===== src/rtl/i2c_ms_pkg.sv =====
package i2c_ms_pkg;

    localparam int ADDR_W  = 7;
    localparam int BYTE_W  = 8;
    localparam int WORD_W  = 16;
    localparam int PTR_W   = 2;
    localparam int BITS_W  = 4;
    localparam logic [3:0]        SEC_PREFIX = 4'b1001;
    localparam logic [PTR_W-1:0]  CFG_PTR    = 2'd1;

    typedef enum logic [2:0] {
        ST_IDLE,
        ST_RX,
        ST_RX_ACK,
        ST_TX,
        ST_TX_ACK
    } eng_state_t;

    typedef enum logic [1:0] {
        SP_MAIN   = 2'd0,
        SP_TEMP_A = 2'd1,
        SP_TEMP_B = 2'd2,
        SP_NONE   = 2'd3
    } space_t;

    typedef enum logic [1:0] {
        RB_ADDR,
        RB_POINTER,
        RB_DATA
    } rx_role_t;

    typedef struct packed {
        logic scl_rise;
        logic scl_fall;
        logic start;
        logic stop;
        logic sda;
    } bus_evt_t;

    function automatic logic is_wide_ptr(input logic [PTR_W-1:0] p);
        return p != CFG_PTR;
    endfunction

endpackage


===== src/rtl/i2c_ms_line_sense.sv =====
module i2c_ms_line_sense
    import i2c_ms_pkg::*;
#(
    parameter int SYNC_STAGES = 2
) (
    input  logic     clk,
    input  logic     rst,
    input  logic     scl_in,
    input  logic     sda_in,
    output bus_evt_t evt
);
    logic [SYNC_STAGES-1:0] scl_sync;
    logic [SYNC_STAGES-1:0] sda_sync;
    logic scl_q;
    logic sda_q;
    logic scl_s;
    logic sda_s;

    assign scl_s = scl_sync[SYNC_STAGES-1];
    assign sda_s = sda_sync[SYNC_STAGES-1];

    always_ff @(posedge clk) begin
        if (rst) begin
            scl_sync <= '1;
            sda_sync <= '1;
            scl_q    <= 1'b1;
            sda_q    <= 1'b1;
        end else begin
            scl_sync <= {scl_sync[SYNC_STAGES-2:0], scl_in};
            sda_sync <= {sda_sync[SYNC_STAGES-2:0], sda_in};
            scl_q    <= scl_s;
            sda_q    <= sda_s;
        end
    end

    always_comb begin
        evt.scl_rise = scl_s & ~scl_q;
        evt.scl_fall = ~scl_s & scl_q;
        evt.start    = scl_s & scl_q & sda_q & ~sda_s;
        evt.stop     = scl_s & scl_q & ~sda_q & sda_s;
        evt.sda      = sda_s;
    end
endmodule


===== src/rtl/i2c_ms_addr_decode.sv =====
module i2c_ms_addr_decode
    import i2c_ms_pkg::*;
(
    input  logic [ADDR_W-1:0] addr7,
    input  logic [ADDR_W-1:0] prim_addr,
    input  logic [2:0]        sec_a_low,
    input  logic [2:0]        sec_b_low,
    output space_t            hit
);
    always_comb begin
        if (addr7 == prim_addr)
            hit = SP_MAIN;
        else if (addr7 == {SEC_PREFIX, sec_a_low})
            hit = SP_TEMP_A;
        else if (addr7 == {SEC_PREFIX, sec_b_low})
            hit = SP_TEMP_B;
        else
            hit = SP_NONE;
    end
endmodule


===== src/rtl/i2c_ms_engine.sv =====
module i2c_ms_engine
    import i2c_ms_pkg::*;
(
    input  logic              clk,
    input  logic              rst,
    input  bus_evt_t          evt,
    input  space_t            hit,
    input  logic [WORD_W-1:0] rd_data,
    output logic [ADDR_W-1:0] addr7,
    output logic              sda_oe,
    output logic              reg_wr,
    output space_t            reg_space,
    output logic [BYTE_W-1:0] reg_addr,
    output logic [WORD_W-1:0] reg_wdata
);
    eng_state_t        st;
    rx_role_t          role;
    space_t            space;
    logic [BYTE_W-1:0] shreg;
    logic [BYTE_W-1:0] txsh;
    logic [BYTE_W-1:0] index;
    logic [BYTE_W-1:0] msb_hold;
    logic [BITS_W-1:0] bitcnt;
    logic [PTR_W-1:0]  ptr_a;
    logic [PTR_W-1:0]  ptr_b;
    logic              rw;
    logic              wide_second;
    logic              tx_lo;
    logic              mack;
    logic              bump_idx;
    logic [PTR_W-1:0]  cur_ptr;
    logic [BYTE_W-1:0] tx_pick;
    logic              tx_wide;

    localparam logic [BITS_W-1:0] LAST_BIT = BITS_W'(BYTE_W);

    assign addr7     = shreg[BYTE_W-1:1];
    assign cur_ptr   = (space == SP_TEMP_B) ? ptr_b : ptr_a;
    assign reg_space = space;
    assign reg_addr  = (space == SP_MAIN) ? index : {{(BYTE_W-PTR_W){1'b0}}, cur_ptr};
    assign tx_wide   = (space != SP_MAIN) && is_wide_ptr(cur_ptr);

    always_comb begin
        if (tx_wide && !tx_lo)
            tx_pick = rd_data[WORD_W-1:BYTE_W];
        else
            tx_pick = rd_data[BYTE_W-1:0];
    end

    always_ff @(posedge clk) begin
        if (rst) begin
            st          <= ST_IDLE;
            role        <= RB_ADDR;
            space       <= SP_NONE;
            shreg       <= '0;
            txsh        <= '0;
            index       <= '0;
            msb_hold    <= '0;
            bitcnt      <= '0;
            ptr_a       <= '0;
            ptr_b       <= '0;
            rw          <= 1'b0;
            wide_second <= 1'b0;
            tx_lo       <= 1'b0;
            mack        <= 1'b0;
            bump_idx    <= 1'b0;
            sda_oe      <= 1'b0;
            reg_wr      <= 1'b0;
            reg_wdata   <= '0;
        end else begin
            reg_wr <= 1'b0;
            if (evt.start) begin
                st          <= ST_RX;
                role        <= RB_ADDR;
                space       <= SP_NONE;
                bitcnt      <= '0;
                sda_oe      <= 1'b0;
                wide_second <= 1'b0;
                tx_lo       <= 1'b0;
                bump_idx    <= 1'b0;
            end else if (evt.stop) begin
                st     <= ST_IDLE;
                space  <= SP_NONE;
                sda_oe <= 1'b0;
            end else begin
                case (st)
                    ST_RX: begin
                        if (evt.scl_rise && bitcnt != LAST_BIT) begin
                            shreg  <= {shreg[BYTE_W-2:0], evt.sda};
                            bitcnt <= bitcnt + 1'b1;
                        end
                        if (evt.scl_fall && bitcnt == LAST_BIT) begin
                            bitcnt <= '0;
                            case (role)
                                RB_ADDR: begin
                                    if (hit != SP_NONE) begin
                                        space  <= hit;
                                        rw     <= shreg[0];
                                        sda_oe <= 1'b1;
                                        st     <= ST_RX_ACK;
                                        role   <= RB_POINTER;
                                    end else begin
                                        st <= ST_IDLE;
                                    end
                                end
                                RB_POINTER: begin
                                    sda_oe      <= 1'b1;
                                    st          <= ST_RX_ACK;
                                    role        <= RB_DATA;
                                    wide_second <= 1'b0;
                                    if (space == SP_MAIN)
                                        index <= shreg;
                                    else if (space == SP_TEMP_A)
                                        ptr_a <= shreg[PTR_W-1:0];
                                    else
                                        ptr_b <= shreg[PTR_W-1:0];
                                end
                                default: begin
                                    sda_oe <= 1'b1;
                                    st     <= ST_RX_ACK;
                                    if (space == SP_MAIN) begin
                                        reg_wr    <= 1'b1;
                                        reg_wdata <= {{(WORD_W-BYTE_W){1'b0}}, shreg};
                                        bump_idx  <= 1'b1;
                                    end else if (!is_wide_ptr(cur_ptr)) begin
                                        reg_wr    <= 1'b1;
                                        reg_wdata <= {{(WORD_W-BYTE_W){1'b0}}, shreg};
                                    end else if (!wide_second) begin
                                        msb_hold    <= shreg;
                                        wide_second <= 1'b1;
                                    end else begin
                                        reg_wr      <= 1'b1;
                                        reg_wdata   <= {msb_hold, shreg};
                                        wide_second <= 1'b0;
                                    end
                                end
                            endcase
                        end
                    end
                    ST_RX_ACK: begin
                        if (evt.scl_fall) begin
                            if (bump_idx) begin
                                index    <= index + 1'b1;
                                bump_idx <= 1'b0;
                            end
                            if (rw) begin
                                txsh   <= tx_pick;
                                sda_oe <= ~tx_pick[BYTE_W-1];
                                if (tx_wide) tx_lo <= ~tx_lo;
                                st     <= ST_TX;
                            end else begin
                                sda_oe <= 1'b0;
                                st     <= ST_RX;
                            end
                        end
                    end
                    ST_TX: begin
                        if (evt.scl_rise)
                            bitcnt <= bitcnt + 1'b1;
                        if (evt.scl_fall) begin
                            if (bitcnt == LAST_BIT) begin
                                sda_oe <= 1'b0;
                                bitcnt <= '0;
                                st     <= ST_TX_ACK;
                                if (space == SP_MAIN) index <= index + 1'b1;
                            end else begin
                                txsh   <= {txsh[BYTE_W-2:0], 1'b0};
                                sda_oe <= ~txsh[BYTE_W-2];
                            end
                        end
                    end
                    ST_TX_ACK: begin
                        if (evt.scl_rise)
                            mack <= ~evt.sda;
                        if (evt.scl_fall) begin
                            if (mack) begin
                                txsh   <= tx_pick;
                                sda_oe <= ~tx_pick[BYTE_W-1];
                                if (tx_wide) tx_lo <= ~tx_lo;
                                st     <= ST_TX;
                            end else begin
                                st <= ST_IDLE;
                            end
                        end
                    end
                    default: ;
                endcase
            end
        end
    end
endmodule


===== src/rtl/i2c_multi_slave.sv =====
module i2c_multi_slave
    import i2c_ms_pkg::*;
#(
    parameter int SYNC_STAGES = 2
) (
    input  logic              clk,
    input  logic              rst,
    input  logic              scl_in,
    input  logic              sda_in,
    output logic              sda_oe,
    input  logic [ADDR_W-1:0] prim_addr,
    input  logic [2:0]        sec_a_low,
    input  logic [2:0]        sec_b_low,
    output logic              reg_wr,
    output logic [1:0]        reg_space,
    output logic [BYTE_W-1:0] reg_addr,
    output logic [WORD_W-1:0] reg_wdata,
    input  logic [WORD_W-1:0] reg_rdata
);
    bus_evt_t          bus_evt;
    space_t            hit;
    space_t            space_o;
    logic [ADDR_W-1:0] addr7;

    i2c_ms_line_sense #(.SYNC_STAGES(SYNC_STAGES)) u_sense (
        .clk    (clk),
        .rst    (rst),
        .scl_in (scl_in),
        .sda_in (sda_in),
        .evt    (bus_evt)
    );

    i2c_ms_addr_decode u_dec (
        .addr7     (addr7),
        .prim_addr (prim_addr),
        .sec_a_low (sec_a_low),
        .sec_b_low (sec_b_low),
        .hit       (hit)
    );

    i2c_ms_engine u_eng (
        .clk       (clk),
        .rst       (rst),
        .evt       (bus_evt),
        .hit       (hit),
        .rd_data   (reg_rdata),
        .addr7     (addr7),
        .sda_oe    (sda_oe),
        .reg_wr    (reg_wr),
        .reg_space (space_o),
        .reg_addr  (reg_addr),
        .reg_wdata (reg_wdata)
    );

    assign reg_space = space_o;
endmodule


===== config.mk =====
export PLATFORM = sky130hd
export DESIGN_NAME = i2c_multi_slave
export DESIGN_NICKNAME = d
export VERILOG_FILES = /design/src/rtl/i2c_ms_pkg.sv /design/src/rtl/i2c_ms_line_sense.sv /design/src/rtl/i2c_ms_addr_decode.sv /design/src/rtl/i2c_ms_engine.sv /design/src/rtl/i2c_multi_slave.sv
export SDC_FILE = /design/constraint.sdc
export NUM_CORES = 1
export LEC_CHECK = 0
export BUFFER_PORTS_ARGS = -buffer_cell sky130_fd_sc_hd__clkbuf_2
export CORE_ASPECT_RATIO = 0.75
export CORE_MARGIN = 5
export CORE_UTILIZATION = 55
export CTS_CLUSTER_DIAMETER = 200
export DETAILED_ROUTE_END_ITERATION = 7
export PLACE_DENSITY = 0.89
export REMOVE_ABC_BUFFERS = 1
export SETUP_SLACK_MARGIN = 0.2
export SLEW_MARGIN = 20
export SYNTH_ARGS = -nofsm -noshare
export SYNTH_HDL_FRONTEND = slang
export SYNTH_HIERARCHICAL = 1
export SYNTH_SLANG_ARGS = --single-unit
export TNS_END_PERCENT = 1

===== constraint.sdc =====
create_clock -name clk -period 8.1 [get_ports clk]
set_input_delay 2.43 -clock clk [delete_from_list [all_inputs] [get_ports clk]]
set_output_delay 2.43 -clock clk [all_outputs]
set_load 0.01 [all_outputs]

==> metrics.csv <==
stage,metric,value,unit
clocking,cts_resized,0,
synthesis,synth_area,3980,um2
clocking,clk_path_buf_depth,2,
critical_path,crit_chain,"clkbuf_2, xor2_1, or4_1, a21oi_1, nor4bb_1, o22ai_1, a22oi_1, a2111o_1, a21oi_1",
critical_path,slowest_stage,nor4bb_1,
synthesis,seq_area_frac_synth,0.377,
floorplan,core.rowCount,26,
power_and_ir_drop,p_int,536,uW
layout,area_growth,10.9,%
critical_path,critical_path_required,8.35,ns
layout,n_antenna_cell,0,
floorplan,dieHeight,83.7,um
timing,slew_viol_final,0,
place,hpwl,6.54,mm
synthesis,ys_types,59,
critical_path,cpMostUsedCell,a21oi_1,
synthesis,ys_ff_latch,75,
power_and_ir_drop,power.density,158,nW/um2
critical_path,crit_path_start_kind,primary input,
timing,fin_crit_sh,0.554,
timing,min_period,4.49,ns
routing,wl,9.51,mm
synthesis,synth-main-ff-cell,dfxtp_1,
grt,overflow,0,
synthesis,synth_top_area_frac,0.377,
grt,track_usage,0.212,
synthesis,synth_area_leaders,"dfxtp_1, mux2i_1, nor2_1, a21oi_1, nand2_1",
layout,final_common_cell,dfxtp_1,
timing,layout_setup_ws,3.61,ns
clocking,clk_latency,0.36,ns
routing,wl_per_cell,15.8,um
clocking,hold_buffers,0,
routing,num_vias,3485,
min_path,hp-start,u_sense/scl_sync[0]$_SDFF_PP1_,
critical_path,r2r_slack,5.18,ns
power_and_ir_drop,comb_power_share,0.043,
routing,avgViaCountPerCell,5.79,
grt,grt_pass1_wl,15.5,mm
timing,rsz0062_at_grt,no,
clocking,cts_root_buf,clkbuf_8,
power_and_ir_drop,seq_power_share,0.532,
timing,clock_skew,0.0139,ns
critical_path,critPathArrivalTime,4.74,ns
critical_path,rr_worst_depth,8,
layout,final_cell_mix,"dfxtp_1, clkbuf_2, nor2_1",
grt,antenna_found_initial,0,
clocking,cts_buffers,9,
min_path,holdPathEnd,u_sense/scl_sync[1]$_SDFF_PP1_,
power_and_ir_drop,peakVddDrop,72.0,uV
grt,grt_max_degree,60,
synthesis,postSynthCellCount,463,
floorplan,boundaryPins,61,
critical_path,critPathCaptureType,flip-flop,
min_path,hp-class,reg2reg,
layout,final_nets,535,
grt,grt_pass1_vias,3178,
timing,slew_headroom,0.271,
routing,drt_iter0_markers,360,
status,status,completed,
critical_path,cp_max_fo,3,
run,cap_violations,0,
synthesis,synth_area_leader_cell,dfxtp_1,
floorplan,initial_core_util,0.574,
power_and_ir_drop,p_leak,1.85,nW
floorplan,die_w,108,um
floorplan,die_area,9060,um2
power_and_ir_drop,power_frac_clock,0.426,
min_path,whs_path_depth,1,
synthesis,syn_area_per_cell,8.60,um2
place,numPortBuffers,60,
clocking,cts_max_level,3,
power_and_ir_drop,netSwitchingFraction,0.233,
power_and_ir_drop,p_sw,163,uW
routing,detail-route-antenna-nets,0,
place,place_worst_setup_slack,3.39,ns
critical_path,crit_path_max_incr_delay,0.57,ns
clocking,path_clk_slew,0.08,ns
routing,drc_errors,0,
timing,max_freq,223,MHz
floorplan,core,6930,um2
timing,worst_pin_slew,1.09,ns
critical_path,crit_type,in2reg,
synthesis,ys_warn_count,6,
routing,firstDrtPassIters,6,
critical_path,worst_r2r_endpoint,u_eng/sda_oe$_SDFFE_PP0P_,
layout,drive_above_1_share,0.188,
clocking,post_cts.repair.setup_buffers,0,
clocking,clock-sinks,75,
synthesis,async_flop_share,0,
timing,setup_violations,0,
timing,hold_viol,0,
place,gp_congestion,0.966,
clocking,cts_tree,built,
timing,setup-tns-final,0,ns
synthesis,synth_edf_count,0,
critical_path,rr_startpoint,u_eng/shreg[4]$_SDFFE_PP0P_,
layout,n_fill_cell,576,
## power groups by stage
stage | registers (mW) | clock network, mW | logic (mW)
2_1_floorplan | 0.380 | 0 | 0.0137
3_3_place_gp | 0.380 | 0 | 0.0281
3_5_place_dp | 0.380 | 0 | 0.0291
4_1_cts | 0.372 | 0.302 | 0.0294
5_1_grt | 0.372 | 0.322 | 0.0325
6_report | 0.372 | 0.298 | 0.0298
## logic make-up (layout without fill, tap and decap cells)
| kind of cell | after synthesis | after routing | share of synthesized area |
|---|---|---|---|
| flops | 75 | 75 | 0.377 |
| simple gates | 188 | 188 | 0.262 |
| compound gates | 79 | 79 | 0.135 |
| buf+inv | 59 | 100 | 0.0739 |
| xor+xnor | 17 | 17 | 0.0374 |
| fa+ha+maj | 3 | 3 | 0.00943 |
| mux | 42 | 42 | 0.106 |
## layer usage
metal  global-route usage  routed length (um)
met5                    0                   0
met4               0.0734                 196
met3               0.0619                 759
met2                0.330                4380
met1                0.279                4170
## how the worst max path moves through the flow
| stage | startpoint | end | slack, ns | depth (start not counted) |
|---|---|---|---|---|
| after detailed placement | sec_a_low[2] | u_eng/sda_oe$_SDFFE_PP0P_ | 3.39 | 9 |
| after floorplan | sec_a_low[2] | u_eng/sda_oe$_SDFFE_PP0P_ | 3.78 | 8 |
| final | sec_a_low[2] | u_eng/sda_oe$_SDFFE_PP0P_ | 3.61 | 9 |
| after CTS | sec_a_low[2] | u_eng/sda_oe$_SDFFE_PP0P_ | 3.70 | 9 |
| after global placement | sec_a_low[2] | u_eng/sda_oe$_SDFFE_PP0P_ | 3.52 | 9 |
| after global routing | sec_a_low[2] | u_eng/sda_oe$_SDFFE_PP0P_ | 3.48 | 9 |
## cell usage after synthesis (5+ instances only)
library cell  instances
nor2b_1               8
xnor2_1               7
a21oi_1              26
buf_4                 9
nor2_1               57
nor3_1                5
buf_2                 7
inv_1                22
or2_1                 7
or2_2                 5
o32ai_1               7
or3_1                11
and2_1                7
mux2i_1              42
o21ai_0              14
nor3b_1               7
nor4bb_1              5
a211oi_1              6
dfxtp_1              75
nand2_1              34
xor2_1               10
clkbuf_1             16
nand3_1               7
## sequential cells by signal (all words and copies together) (netlist names), 2 cells and up
signal,flops
u_eng/bitcnt,4
u_eng/index,8
u_eng/msb_hold,8
u_eng/ptr_a,2
u_eng/ptr_b,2
u_eng/reg_space,2
u_eng/reg_wdata,16
u_eng/role,2
u_eng/shreg,8
u_eng/st,3
u_eng/txsh,7
u_sense/scl_sync,2
u_sense/sda_sync,2
## layout make-up
class	instances	area, um2	share of cell area
multi-input cells	329	2180	0.495
flip-flops and latches	75	1500	0.340
repair buffers	62	315	0.0714
clock buffers	10	138	0.0312
well taps	98	123	0.0278
inverters	22	82.6	0.0187
clock inverters	6	70.1	0.0159
## stage by stage
| stage | area, um2 | util | cells | power (mW) | hold WS [ns] |
|---|---|---|---|---|---|
| 2_1_floorplan | 3770 | - | 426 | 0.393 | 0.383 |
| 3_3_place_gp | 4210 | 0.607 | 586 | 0.408 | 0.386 |
| 3_5_place_dp | 4210 | 0.607 | 586 | 0.409 | 0.392 |
| 4_1_cts | 4410 | 0.637 | 602 | 0.703 | 0.413 |
| 5_1_grt | 4410 | 0.637 | 602 | 0.727 | 0.432 |
| 6_report | 4410 | 0.637 | 602 | 0.699 | 0.411 |
## worst max-delay path, delay by kind of cell
family                    cells  cell delay, ns
buffers and inverters         1            0.09
and+or+nand+nor               2            1.13
xor gates and xnor gates      1            0.15
AOI/OAI and AO/OA             5            0.94
(Power assumes the default switching activity.)
